<file path="src/rtl/i2cs_pkg.sv">
package i2cs_pkg;
  localparam logic [7:0] ST_OWN_W    = 8'h60;
  localparam logic [7:0] ST_GCALL    = 8'hD0;
  localparam logic [7:0] ST_DAT_ACK  = 8'h80;
  localparam logic [7:0] ST_DAT_NACK = 8'h88;
  localparam logic [7:0] ST_END      = 8'hA0;
  localparam logic [7:0] ST_NONE     = 8'hF8;

  typedef enum logic [2:0] {
    S_IDLE, S_ADDR, S_AACK, S_AACK9, S_DATA, S_DACK, S_DACK9, S_SKIP
  } eng_state_t;
endpackage

</file>
<file path="src/rtl/i2cs_line_sync.sv">
module i2cs_line_sync #(
  parameter int STAGES = 2
) (
  input  logic clk,
  input  logic rst,
  input  logic d,
  output logic q
);
  logic [STAGES-1:0] chain;

  always_ff @(posedge clk) begin
    if (rst) chain <= '1;
    else     chain <= {chain[STAGES-2:0], d};
  end

  assign q = chain[STAGES-1];
endmodule

</file>
<file path="src/rtl/i2cs_rx_engine.sv">
module i2cs_rx_engine import i2cs_pkg::*; #(
  parameter int BYTE_W = 8
) (
  input  logic              clk,
  input  logic              rst,
  input  logic              en,
  input  logic              ack_en,
  input  logic              gc_en,
  input  logic [BYTE_W-2:0] own_addr,
  input  logic              scl_s,
  input  logic              sda_s,
  output logic              sda_drive,
  output logic              ev_valid,
  output logic [7:0]        ev_code,
  output logic [BYTE_W-1:0] ev_data,
  output logic              ev_hold
);
  localparam int CNT_W = $clog2(BYTE_W);
  localparam logic [CNT_W-1:0] LAST = CNT_W'(BYTE_W - 1);

  eng_state_t        state;
  logic [CNT_W-1:0]  cnt;
  logic [BYTE_W-1:0] shreg;
  logic              ack_q, addressed, scl_p, sda_p;
  logic [7:0]        code_q;

  wire scl_rise = scl_s && !scl_p;
  wire scl_fall = !scl_s && scl_p;
  wire start_ev = scl_s && scl_p && sda_p && !sda_s;
  wire stop_ev  = scl_s && scl_p && !sda_p && sda_s;
  wire [BYTE_W-1:0] nxt = {shreg[BYTE_W-2:0], sda_s};
  wire own_hit = (nxt[BYTE_W-1:1] == own_addr) && !nxt[0] && ack_en;
  wire gc_hit  = (nxt == '0) && gc_en && ack_en;

  always_ff @(posedge clk) begin
    if (rst) begin
      state <= S_IDLE; cnt <= '0; shreg <= '0; ack_q <= 1'b0;
      addressed <= 1'b0; scl_p <= 1'b1; sda_p <= 1'b1; code_q <= ST_NONE;
      sda_drive <= 1'b0; ev_valid <= 1'b0; ev_code <= ST_NONE;
      ev_data <= '0; ev_hold <= 1'b0;
    end else begin
      scl_p    <= scl_s;
      sda_p    <= sda_s;
      ev_valid <= 1'b0;
      if (!en) begin
        state <= S_IDLE; addressed <= 1'b0; sda_drive <= 1'b0;
      end else if (start_ev || stop_ev) begin
        if (addressed) begin
          ev_valid <= 1'b1; ev_code <= ST_END; ev_hold <= 1'b0;
        end
        addressed <= 1'b0;
        sda_drive <= 1'b0;
        cnt       <= '0;
        state     <= start_ev ? S_ADDR : S_IDLE;
      end else begin
        case (state)
          S_ADDR, S_DATA: if (scl_rise) begin
            shreg <= nxt;
            if (cnt == LAST) begin
              cnt <= '0;
              if (state == S_ADDR) begin
                ack_q  <= own_hit || gc_hit;
                code_q <= own_hit ? ST_OWN_W : ST_GCALL;
                state  <= S_AACK;
              end else begin
                ack_q <= ack_en;
                state <= S_DACK;
              end
            end else begin
              cnt <= cnt + 1'b1;
            end
          end
          S_AACK: if (scl_fall) begin
            sda_drive <= ack_q;
            state     <= ack_q ? S_AACK9 : S_SKIP;
          end
          S_DACK: if (scl_fall) begin
            sda_drive <= ack_q;
            state     <= S_DACK9;
          end
          S_AACK9: if (scl_fall) begin
            sda_drive <= 1'b0;
            addressed <= 1'b1;
            ev_valid  <= 1'b1; ev_code <= code_q; ev_hold <= 1'b1;
            state     <= S_DATA;
          end
          S_DACK9: if (scl_fall) begin
            sda_drive <= 1'b0;
            ev_valid  <= 1'b1; ev_hold <= 1'b1; ev_data <= shreg;
            ev_code   <= ack_q ? ST_DAT_ACK : ST_DAT_NACK;
            addressed <= ack_q;
            state     <= ack_q ? S_DATA : S_SKIP;
          end
          default: ;
        endcase
      end
    end
  end

  // with acknowledge disabled the address decision is a refusal
  a_r8_no_ack_when_off: assert property (@(posedge clk) disable iff (rst)
    (en && !start_ev && !stop_ev && state == S_ADDR && scl_rise && cnt == LAST && !ack_en)
    |=> !ack_q);

  // general call refused while disabled
  a_r5_gc_off: assert property (@(posedge clk) disable iff (rst)
    (en && !start_ev && !stop_ev && state == S_ADDR && scl_rise && cnt == LAST
     && !gc_en && nxt == '0) |=> !ack_q);

  // the acknowledge drive changes only while SCL is low
  a_r3_sda_edge_low: assert property (@(posedge clk) disable iff (rst)
    (!$stable(sda_drive) && $past(en)) |-> !scl_s);
endmodule

</file>
<file path="src/rtl/i2cs_recv.sv">
module i2cs_recv import i2cs_pkg::*; #(
  parameter int SYNC_STAGES = 2,
  parameter int BYTE_W      = 8
) (
  input  logic              clk,
  input  logic              rst,
  input  logic              reg_wr,
  input  logic [1:0]        reg_addr,
  input  logic [BYTE_W-1:0] reg_wdata,
  output logic [BYTE_W-1:0] reg_rdata,
  input  logic              scl_i,
  input  logic              sda_i,
  output logic              scl_oe,
  output logic              sda_oe,
  output logic              irq_n
);
  localparam int AW = BYTE_W - 1;

  logic scl_s, sda_s;
  logic [AW-1:0] own_q;
  logic gc_q, ena_q, acken_q, sta_q, sto_q, flag, hold_q, irq_n_q;
  logic [7:0] status_q;
  logic [BYTE_W-1:0] data_q;
  logic ev_valid, ev_hold, flag_nxt;
  logic [7:0] ev_code;
  logic [BYTE_W-1:0] ev_data;

  wire ctrl_wr   = reg_wr && (reg_addr == 2'd1);
  wire clear_req = ctrl_wr && !reg_wdata[4];

  i2cs_line_sync #(.STAGES(SYNC_STAGES)) u_scl (.clk(clk), .rst(rst), .d(scl_i), .q(scl_s));
  i2cs_line_sync #(.STAGES(SYNC_STAGES)) u_sda (.clk(clk), .rst(rst), .d(sda_i), .q(sda_s));

  i2cs_rx_engine #(.BYTE_W(BYTE_W)) u_eng (
    .clk(clk), .rst(rst), .en(ena_q && !sta_q && !sto_q), .ack_en(acken_q),
    .gc_en(gc_q), .own_addr(own_q), .scl_s(scl_s), .sda_s(sda_s),
    .sda_drive(sda_oe), .ev_valid(ev_valid), .ev_code(ev_code),
    .ev_data(ev_data), .ev_hold(ev_hold));

  always_comb begin
    flag_nxt = flag;
    if (clear_req) flag_nxt = 1'b0;
    if (ev_valid)  flag_nxt = 1'b1;
  end

  always_ff @(posedge clk) begin
    if (rst) begin
      own_q <= '0; gc_q <= 1'b0; ena_q <= 1'b0; acken_q <= 1'b0;
      sta_q <= 1'b0; sto_q <= 1'b0; flag <= 1'b0; hold_q <= 1'b0;
      irq_n_q <= 1'b1; status_q <= ST_NONE; data_q <= '0; reg_rdata <= '0;
    end else begin
      if (reg_wr && reg_addr == 2'd0) begin
        own_q <= reg_wdata[BYTE_W-1:1];
        gc_q  <= reg_wdata[0];
      end
      if (ctrl_wr) begin
        ena_q <= reg_wdata[0]; acken_q <= reg_wdata[1];
        sta_q <= reg_wdata[2]; sto_q   <= reg_wdata[3];
      end
      if (ev_valid) begin
        hold_q   <= ev_hold;
        status_q <= ev_code;
        if (ev_code == ST_DAT_ACK || ev_code == ST_DAT_NACK) data_q <= ev_data;
      end
      flag    <= flag_nxt;
      irq_n_q <= !flag_nxt;
      case (reg_addr)
        2'd0:    reg_rdata <= {own_q, gc_q};
        2'd1:    reg_rdata <= BYTE_W'({flag, sto_q, sta_q, acken_q, ena_q});
        2'd2:    reg_rdata <= BYTE_W'(status_q);
        default: reg_rdata <= data_q;
      endcase
    end
  end

  assign scl_oe = flag && hold_q;
  assign irq_n  = irq_n_q;

  // every bus event raises the interrupt
  a_r3_event_irq: assert property (@(posedge clk) disable iff (rst)
    ev_valid |=> !irq_n);

  // the SCL hold lasts until the host clears the flag
  a_r10_hold_until_clear: assert property (@(posedge clk) disable iff (rst)
    (scl_oe && !clear_req) |=> scl_oe);

  // a clearing write with no event releases the interrupt
  a_r10_clear: assert property (@(posedge clk) disable iff (rst)
    (clear_req && !ev_valid) |=> irq_n);

  // an end-of-transfer event never stretches SCL
  a_r9_end_no_hold: assert property (@(posedge clk) disable iff (rst)
    (ev_valid && ev_code == ST_END) |=> !scl_oe);
endmodule

</file>
<file path="config.mk">
export PLATFORM = sky130hd
export DESIGN_NAME = i2cs_recv
export DESIGN_NICKNAME = d
export VERILOG_FILES = /design/src/rtl/i2cs_pkg.sv /design/src/rtl/i2cs_line_sync.sv /design/src/rtl/i2cs_rx_engine.sv /design/src/rtl/i2cs_recv.sv
export SDC_FILE = /design/constraint.sdc
export NUM_CORES = 1
export LEC_CHECK = 0
export BUFFER_PORTS_ARGS = -buffer_cell sky130_fd_sc_hd__buf_2
export CAP_MARGIN = 15
export CELL_PAD_IN_SITES_DETAIL_PLACEMENT = 1
export CELL_PAD_IN_SITES_GLOBAL_PLACEMENT = 1
export CORE_MARGIN = 10
export CORE_UTILIZATION = 35
export CTS_BUF_LIST = sky130_fd_sc_hd__clkbuf_8
export DETAILED_ROUTE_END_ITERATION = 7
export PLACE_DENSITY_LB_ADDON = 0.1
export SLEW_MARGIN = 20
export SYNTH_ARGS = -nofsm -noshare
export SYNTH_HDL_FRONTEND = slang
export SYNTH_SLANG_ARGS = --single-unit
export TNS_END_PERCENT = 1
</file>
<file path="constraint.sdc">
create_clock -name clk -period 1.8 [get_ports clk]
set_input_delay 0.09 -clock clk [delete_from_list [all_inputs] [get_ports clk]]
set_output_delay 0.09 -clock clk [all_outputs]
set_load 0.1 [all_outputs]
</file>
==> results of run 1 <==
==> placed cells by master (no fill, tap or decap), types with 3 or more instances in the layout <==
cell	Yosys	layout
a31oi_1	4	4
buf_2	4	25
a221o_1	3	3
nor2_1	49	49
o21ai_0	6	6
buf_4	0	16
a32oi_1	3	3
mux2_2	4	4
mux2i_1	32	32
dfxtp_1	77	76
or2_2	8	8
clkbuf_8	0	10
nor2b_1	8	8
a211o_1	6	6
and2_1	3	3
xnor2_1	8	8
inv_1	7	7
a22oi_1	4	4
dlygate4sd3_1	0	9
nand3_1	4	4
nand2_1	25	25
nand4_1	4	4
a21oi_1	17	17
==> through the flow <==
step                      power, mW   util  std cells  worst slack, ns
after global placement         1.99  0.403        467            0.108
after CTS                      3.37  0.437        492           0.0187
after global routing           3.46  0.441        492           0.0299
after detailed placement       1.99  0.403        467           0.0766
final                          3.32  0.441        492            0.152
after floorplan                1.91      -        333            0.178
==> routing by layer <==
layer  track usage  routed length [um]  vias up
met5             0                   0        -
met4        0.0509                 151        0
met3        0.0289                 245       12
met2         0.198                3570       30
met1         0.169                4150     1214
li1              -                   -     1267
==> tightest hold or removal path, delay by kind of cell <==
kind	cells	cell delay, ns
buffers and inverters	1	0.10
multiplexers	1	0.07
AND/OR/NAND/NOR	1	0.07
==> worst max-delay path by stage <==
stage,from,end,slack (ns),depth (start not counted)
floorplan,sto_q,u_eng.ev_data[3],0.18,5
global placement,u_scl.chain[1],u_eng.code_q[4],0.11,4
detailed placement,u_scl.chain[1],u_eng.code_q[4],0.08,4
CTS,u_scl.chain[1],u_eng.code_q[4],0.02,4
global route,u_eng.cnt[0],u_eng.state[1],0.03,6
finish,u_eng.cnt[0],u_eng.state[0],0.15,6
==> cell type report <==
class | count | area, um^2 | area share
inverter | 7 | 26.3 | 0.00677
sequential | 77 | 1540 | 0.397
clock inverter | 6 | 71.3 | 0.0184
multi-input combinational | 232 | 1600 | 0.411
clock buffer | 10 | 138 | 0.0354
timing repair buffer | 52 | 375 | 0.0966
tap | 108 | 135 | 0.0348
==> power by group through the flow <==
stage	logic, mW	clock network, mW	registers, mW
after floorplan	0.0946	0	1.82
after global placement	0.209	0	1.78
after detailed placement	0.209	0	1.78
after CTS	0.225	1.41	1.74
after global routing	0.241	1.47	1.74
final	0.224	1.36	1.74
==> cell families (layout without fill, tap and decap cells) <==
family / count (synthesis) / in the layout / share of synthesized area
AND/OR/NAND/NOR: 121 / 121 / 0.191
flip-flops: 77 / 77 / 0.482
AO/OA/AOI/OAI: 61 / 61 / 0.131
multiplexers: 38 / 38 / 0.128
buffers and inverters: 24 / 75 / 0.0297
XOR/XNOR: 10 / 10 / 0.0297
adder cells (fa/ha/maj): 2 / 2 / 0.00782
==> registers in the layout, summed over array words and instances, names as in the netlist, 2 cells and up <==
name           flops
u_eng.ev_data      8
u_scl.chain        2
u_eng.ev_code      5
u_eng.state        3
status_q           5
u_eng.cnt          3
u_sda.chain        2
reg_rdata          8
u_eng.code_q       3
data_q             8
u_eng.shreg        8
own_q              7
==> timing repair <==
action                                 in CTS  in global routing
hold buffers                                9                  0
setup buffers                               0                  0
gates resized for setup                     0                  7
setup endpoints to repair                   0                 12
endpoints found under the hold margin      11                  0
==> impl_metrics.py, run 1 <==
metrics = {
    "cells_and_area": {
        "n_antenna_cell": 0,
        "area_growth_pct": 21.4,
        "nets": 396,
        "drive_above_1_share": 0.216,
        "final_area_um2": 3880,
        "fillCellCount": 992,
    },
    "worst_hold_path": {
        "min_from": "reg_wdata[2]",
        "hold_depth": 3,
        "hold_class": "in2reg",
        "hold_end": "sta_q",
    },
    "power": {
        "pwr-share-seq": 0.524,
        "powerDensity_nw_per_um2": 855,
        "sw_frac_of_total": 0.248,
        "cell_internal_pwr_mw": 2.50,
        "ir_drop_mv": 0.316,
        "p_clk_frac": 0.409,
        "p_comb_frac": 0.067,
        "power.leakage_nw": 1.47,
        "p_sw_mw": 0.824,
    },
    "sta": {
        "setup-violations-final": 0,
        "min_period_over_period": 0.916,
        "holdWs_ns": 0.0254,
        "rsz0062_at_grt": "no",
        "relSlewSlack": 0.623,
        "worst_slew_pin_slew_ns": 0.551,
        "tns_ns": 0,
        "skew_ns": 0.00769,
        "period_needed_ns": 1.65,
        "drv_slew": 0,
        "finalHoldViolations": 0,
        "fmax_ghz": 0.607,
    },
    "flow_run": {
        "cap_viol_max_count": 0,
    },
    "worst_setup_path": {
        "path_cells": "ha_1, ha_1, and3b_1, a221o_1, a32oi_1, o41ai_1",
        "critPathTopFamily": "compound AO/OA/AOI/OAI gates",
        "cp_slowest_cell": "a221o_1",
        "r2r-end": "u_eng.state[0]",
        "path_buf_inv": 0,
        "path_max_fanout": 4,
        "endpoint_kind": "flop",
        "r2r_cells": 6,
        "crit_top_cell": "ha_1",
        "setup.worst_path.class": "reg2reg",
        "slowest_delay_ns": 0.37,
        "required_ns": 2.03,
        "r2r_slack_ns": 0.15,
        "arrival_ns": 1.88,
        "startpoint_type": "flop",
        "r2r-start": "u_eng.cnt[0]",
    },
    "grt": {
        "grt_pass1_vias": 2636,
        "grt_use_total": 0.128,
        "antenna_found_initial": 0,
        "grt_pass1_wl_mm": 13.6,
        "grt_max_degree": 65,
        "overflow": 0,
    },
    "cts": {
        "h-tree-depth": 3,
        "cts.path.max_buffers": 2,
        "clk_pin_slew_ns": 0.08,
        "clk_latency_ns": 0.35,
        "cts_buffers": 9,
        "cts_tree": "yes",
        "clock-sinks": 77,
        "cts_root_buffer": "clkbuf_8",
    },
    "synthesis": {
        "yosys-top-cells-area": "dfxtp_1 (48%), mux2i_1 (10%), nor2_1 (5.7%), nand2_1 (2.9%), a21oi_1 (2.7%)",
        "synth_cell_type_count": 53,
        "async_reset_ff_frac": 0,
        "synth_cells": 333,
        "yosysTopAreaCellShare": 0.482,
        "ys_ff_latch": 77,
        "ys.flop_type": "dfxtp_1",
        "synth_edf_count": 0,
        "ys.warnings.count": 0,
        "yosys.area.top_type": "dfxtp_1",
        "ys_seq_area_frac": 0.482,
        "avgSynthCellArea_um2": 9.61,
        "syn-cell-area_um2": 3200,
        "synth_most_common_cell": "dfxtp_1",
        "ys_top_cells_by_count": "dfxtp_1 (77), nor2_1 (49), mux2i_1 (32)",
        "synth_nets": 350,
    },
    "floorplanning": {
        "die_area_um2": 13400,
        "die_x_um": 116,
        "rows": 34,
        "io_pins": 26,
        "die_h_um": 116,
        "core_area_um2": 8810,
        "initial_core_util": 0.363,
    },
    "detailed_routing": {
        "wire_per_inst_um": 16.5,
        "remaining_drc_errors": 0,
        "routed_via_density": 5.13,
        "drtAntennaViolNets": 0,
        "routed_wl_mm": 8.12,
        "via_count": 2523,
        "drt_iter0_markers": 100,
        "drt_pass1_iterations": 4,
    },
    "placed_design": {
        "place_area_um2": 3550,
        "place_congestion": 0.826,
        "portBuffers": 25,
        "place_hpwl_mm": 5.92,
    },
    "outcome": {
        "status": "finished clean",
    },
}
(Power assumes the default switching activity.)
==> inputs of run 2 (changes only) <==
--- a/config.mk
+++ b/config.mk
@@ -5,6 +5,7 @@
 export SDC_FILE = /design/constraint.sdc
 export NUM_CORES = 1
 export LEC_CHECK = 0
+export ABC_AREA = 1
 export BUFFER_PORTS_ARGS = -buffer_cell sky130_fd_sc_hd__buf_2
 export CAP_MARGIN = 15
 export CELL_PAD_IN_SITES_DETAIL_PLACEMENT = 1
==> run 2 against run 1 <==
Compared with the run above: register-to-register slack gained 0.13 ns; worst setup slack improved by 0.13 ns; first-iteration DRC count grew 3.0%; non-clock buffer count decreased by 17; die area increased by 1.4%; final cell count increased by 21%; clock skew up 0.0019 ns; synthesized area rose by 1.6%; critical path depth grew 3; sequential share of layout area grew 1.6 points; clock-buffer cell count is 1 higher; highest routed layer unchanged.
==> impl_metrics.py, run 2 <==
metrics = {
    "sta": {
        "min_period_over_period": 0.844,
        "fmax_ghz": 0.658,
        "finalHoldViolations": 0,
        "worst_slew_pin_slew_ns": 0.491,
        "period_needed_ns": 1.52,
        "rsz0062_at_grt": "no",
        "setup-violations-final": 0,
        "drv_slew": 0,
        "layout_setup_ws_ns": 0.281,
        "skew_ns": 0.00962,
        "relSlewSlack": 0.675,
        "tns_ns": 0,
    },
    "cts": {
        "cts_buffers": 9,
        "clk_latency_ns": 0.35,
        "clk_pin_slew_ns": 0.09,
        "cts_tree": "yes",
        "post_cts_buffers": 0,
        "hold_buffers": 4,
        "cts_root_buffer": "clkbuf_8",
        "clock-sinks": 77,
        "cts.path.max_buffers": 2,
        "h-tree-depth": 3,
        "cts_resized": 0,
    },
    "detailed_routing": {
        "drt_pass1_iterations": 4,
        "via_count": 2863,
        "drt_iter0_markers": 103,
        "drtAntennaViolNets": 0,
        "routed_wl_mm": 8.90,
        "remaining_drc_errors": 0,
        "wire_per_inst_um": 15.0,
        "routed_via_density": 4.83,
    },
    "worst_hold_path": {
        "hold_depth": 3,
        "hold_class": "in2reg",
        "min_from": "reg_wdata[2]",
        "hold_end": "own_q[1]",
    },
    "cells_and_area": {
        "area_growth_pct": 14.9,
        "mostFrequentLayoutCell": "nand2_1",
        "drive_above_1_share": 0.162,
        "layout_common_cells": "nand2_1 (93), dfxtp_1 (77), inv_1 (53)",
        "fillCellCount": 1162,
        "final_cells": 593,
        "nets": 494,
        "post-route-util": 0.408,
        "n_antenna_cell": 0,
    },
    "placed_design": {
        "portBuffers": 25,
        "pre_cts_ws_ns": 0.316,
        "place_congestion": 0.826,
        "dp_cells": 573,
        "place_hpwl_mm": 6.72,
    },
    "synthesis": {
        "yosys.area.top_type": "dfxtp_1",
        "ys_top_cells_by_count": "nand2_1 (93), dfxtp_1 (77), inv_1 (53)",
        "yosysTopAreaCellShare": 0.474,
        "synthSimpleGateAreaFrac": 0.260,
        "synthAdderAreaFrac": 0.00770,
        "synth_compound_gate_area_share": 0.158,
        "synth_most_common_cell": "nand2_1",
        "ys.warnings.count": 0,
        "ys_ff_latch": 77,
        "synth_xor_area_frac": 0.00808,
        "ys.flop_type": "dfxtp_1",
        "async_reset_ff_frac": 0,
        "muxShareOfSynthArea": 0,
        "synth_cell_type_count": 34,
        "synth_cells": 443,
        "avgSynthCellArea_um2": 7.34,
        "syn-cell-area_um2": 3250,
        "synth_edf_count": 0,
        "yosys-top-cells-area": "dfxtp_1 (47%), nand2_1 (11%), o21ai_0 (7.1%), inv_1 (6.1%), a21oi_1 (5.8%)",
        "synth_top_family_by_area": "simple AND/OR/NAND/NOR gates",
        "ys_seq_area_frac": 0.474,
        "synth_nets": 460,
    },
    "worst_setup_path": {
        "slowest_delay_ns": 0.43,
        "r2r-start": "u_eng.state[1]",
        "cp_slowest_cell": "dfxtp_1",
        "setup.worst_path.class": "reg2reg",
        "crit_cells": 9,
        "r2r_cells": 9,
        "path_max_fanout": 5,
        "arrival_ns": 1.77,
        "r2r_slack_ns": 0.28,
        "path_buf_inv": 1,
        "r2r-end": "u_eng.state[0]",
        "endpoint_kind": "flop",
        "path_cells": "inv_1, nand2_2, nand2_1, nand2_1, nand2_1, nand2_1, nand3_2, a21oi_1, nor2_1",
        "startpoint_type": "flop",
        "crit_top_cell": "nand2_1",
        "required_ns": 2.05,
        "critPathTopFamily": "simple AND/OR/NAND/NOR gates",
    },
    "grt": {
        "grt_pass1_vias": 2998,
        "grt_pass1_wl_mm": 14.9,
        "overflow": 0,
        "grt_max_degree": 59,
        "antenna_found_initial": 0,
        "grt_use_total": 0.141,
    },
    "floorplanning": {
        "initial_core_util": 0.355,
        "rows": 35,
        "core_area_um2": 9150,
        "io_pins": 26,
        "die_area_um2": 13500,
        "die_x_um": 116,
        "die_h_um": 116,
    },
    "power": {
        "p_clk_frac": 0.386,
        "power.leakage_nw": 1.70,
        "cell_internal_pwr_mw": 2.37,
        "ir_drop_mv": 0.310,
        "p_comb_frac": 0.075,
        "pwr-share-seq": 0.539,
        "powerDensity_nw_per_um2": 867,
        "p_sw_mw": 0.866,
        "sw_frac_of_total": 0.267,
    },
    "outcome": {
        "status": "finished clean",
    },
    "flow_run": {
        "cap_viol_max_count": 0,
    },
}
-- run 2: stage by stage --
stage	power (mW)	hold WS [ns]	instance area (um^2)
after floorplan	1.94	0.194	3250
after global placement	2.02	0.274	3510
after detailed placement	2.02	0.278	3510
after CTS	3.27	0.0180	3730
after global routing	3.39	0.0274	3730
final	3.24	0.0204	3730
-- run 2: layout make-up --
| type | count | area [um^2] | area share |
|---|---|---|---|
| flip-flops and latches | 77 | 1540 | 0.413 |
| multi-input cells | 292 | 1410 | 0.378 |
| clock inverters | 5 | 35.0 | 0.00938 |
| inverters | 62 | 235 | 0.0630 |
| clock buffers | 11 | 151 | 0.0405 |
| well taps | 111 | 139 | 0.0372 |
| repair buffers | 35 | 223 | 0.0596 |
-- run 2: power by group through the flow --
stage          Combinational, mW  Clock (mW)  Sequential [mW]
6_report                   0.242        1.25             1.75
3_5_place_dp               0.238           0             1.79
2_1_floorplan              0.108           0             1.83
5_1_grt                    0.268        1.37             1.75
3_3_place_gp               0.236           0             1.79
4_1_cts                    0.246        1.27             1.75
-- run 2: worst reg2reg max path, cell delays in order, from the launching register on --
cell,delay (ns)
dfxtp_1,0.43
inv_1,0.12
nand2_2,0.11
nand2_1,0.08
nand2_1,0.14
nand2_1,0.11
nand2_1,0.09
nand3_2,0.12
a21oi_1,0.18
nor2_1,0.05
-- run 2: how the worst max path moves through the flow --
stage                        start               to  slack (ns)
finish              u_eng.state[1]   u_eng.state[0]        0.28
global route        u_eng.state[2]  u_eng.code_q[5]        0.14
CTS                 u_eng.state[2]  u_eng.code_q[5]        0.30
detailed placement  u_eng.state[2]  u_eng.code_q[5]        0.32
global placement    u_eng.state[2]  u_eng.code_q[5]        0.35
floorplan                    sto_q  u_eng.code_q[5]        0.50
-- run 2: routing by layer --
layer | up-vias | track usage | share of wire
met1 | 1327 | 0.183 | 0.51
met3 | 12 | 0.0303 | 0.034
li1 | 1491 | - | -
met2 | 33 | 0.223 | 0.44
met5 | - | 0 | 0
met4 | 0 | 0.0534 | 0.017
-- run 2: cells by family after synthesis --
logic type      after synthesis
compound gates               97
xor+xnor                      3
fa+ha+maj                     2
buf+inv                      74
flops                        77
simple gates                190
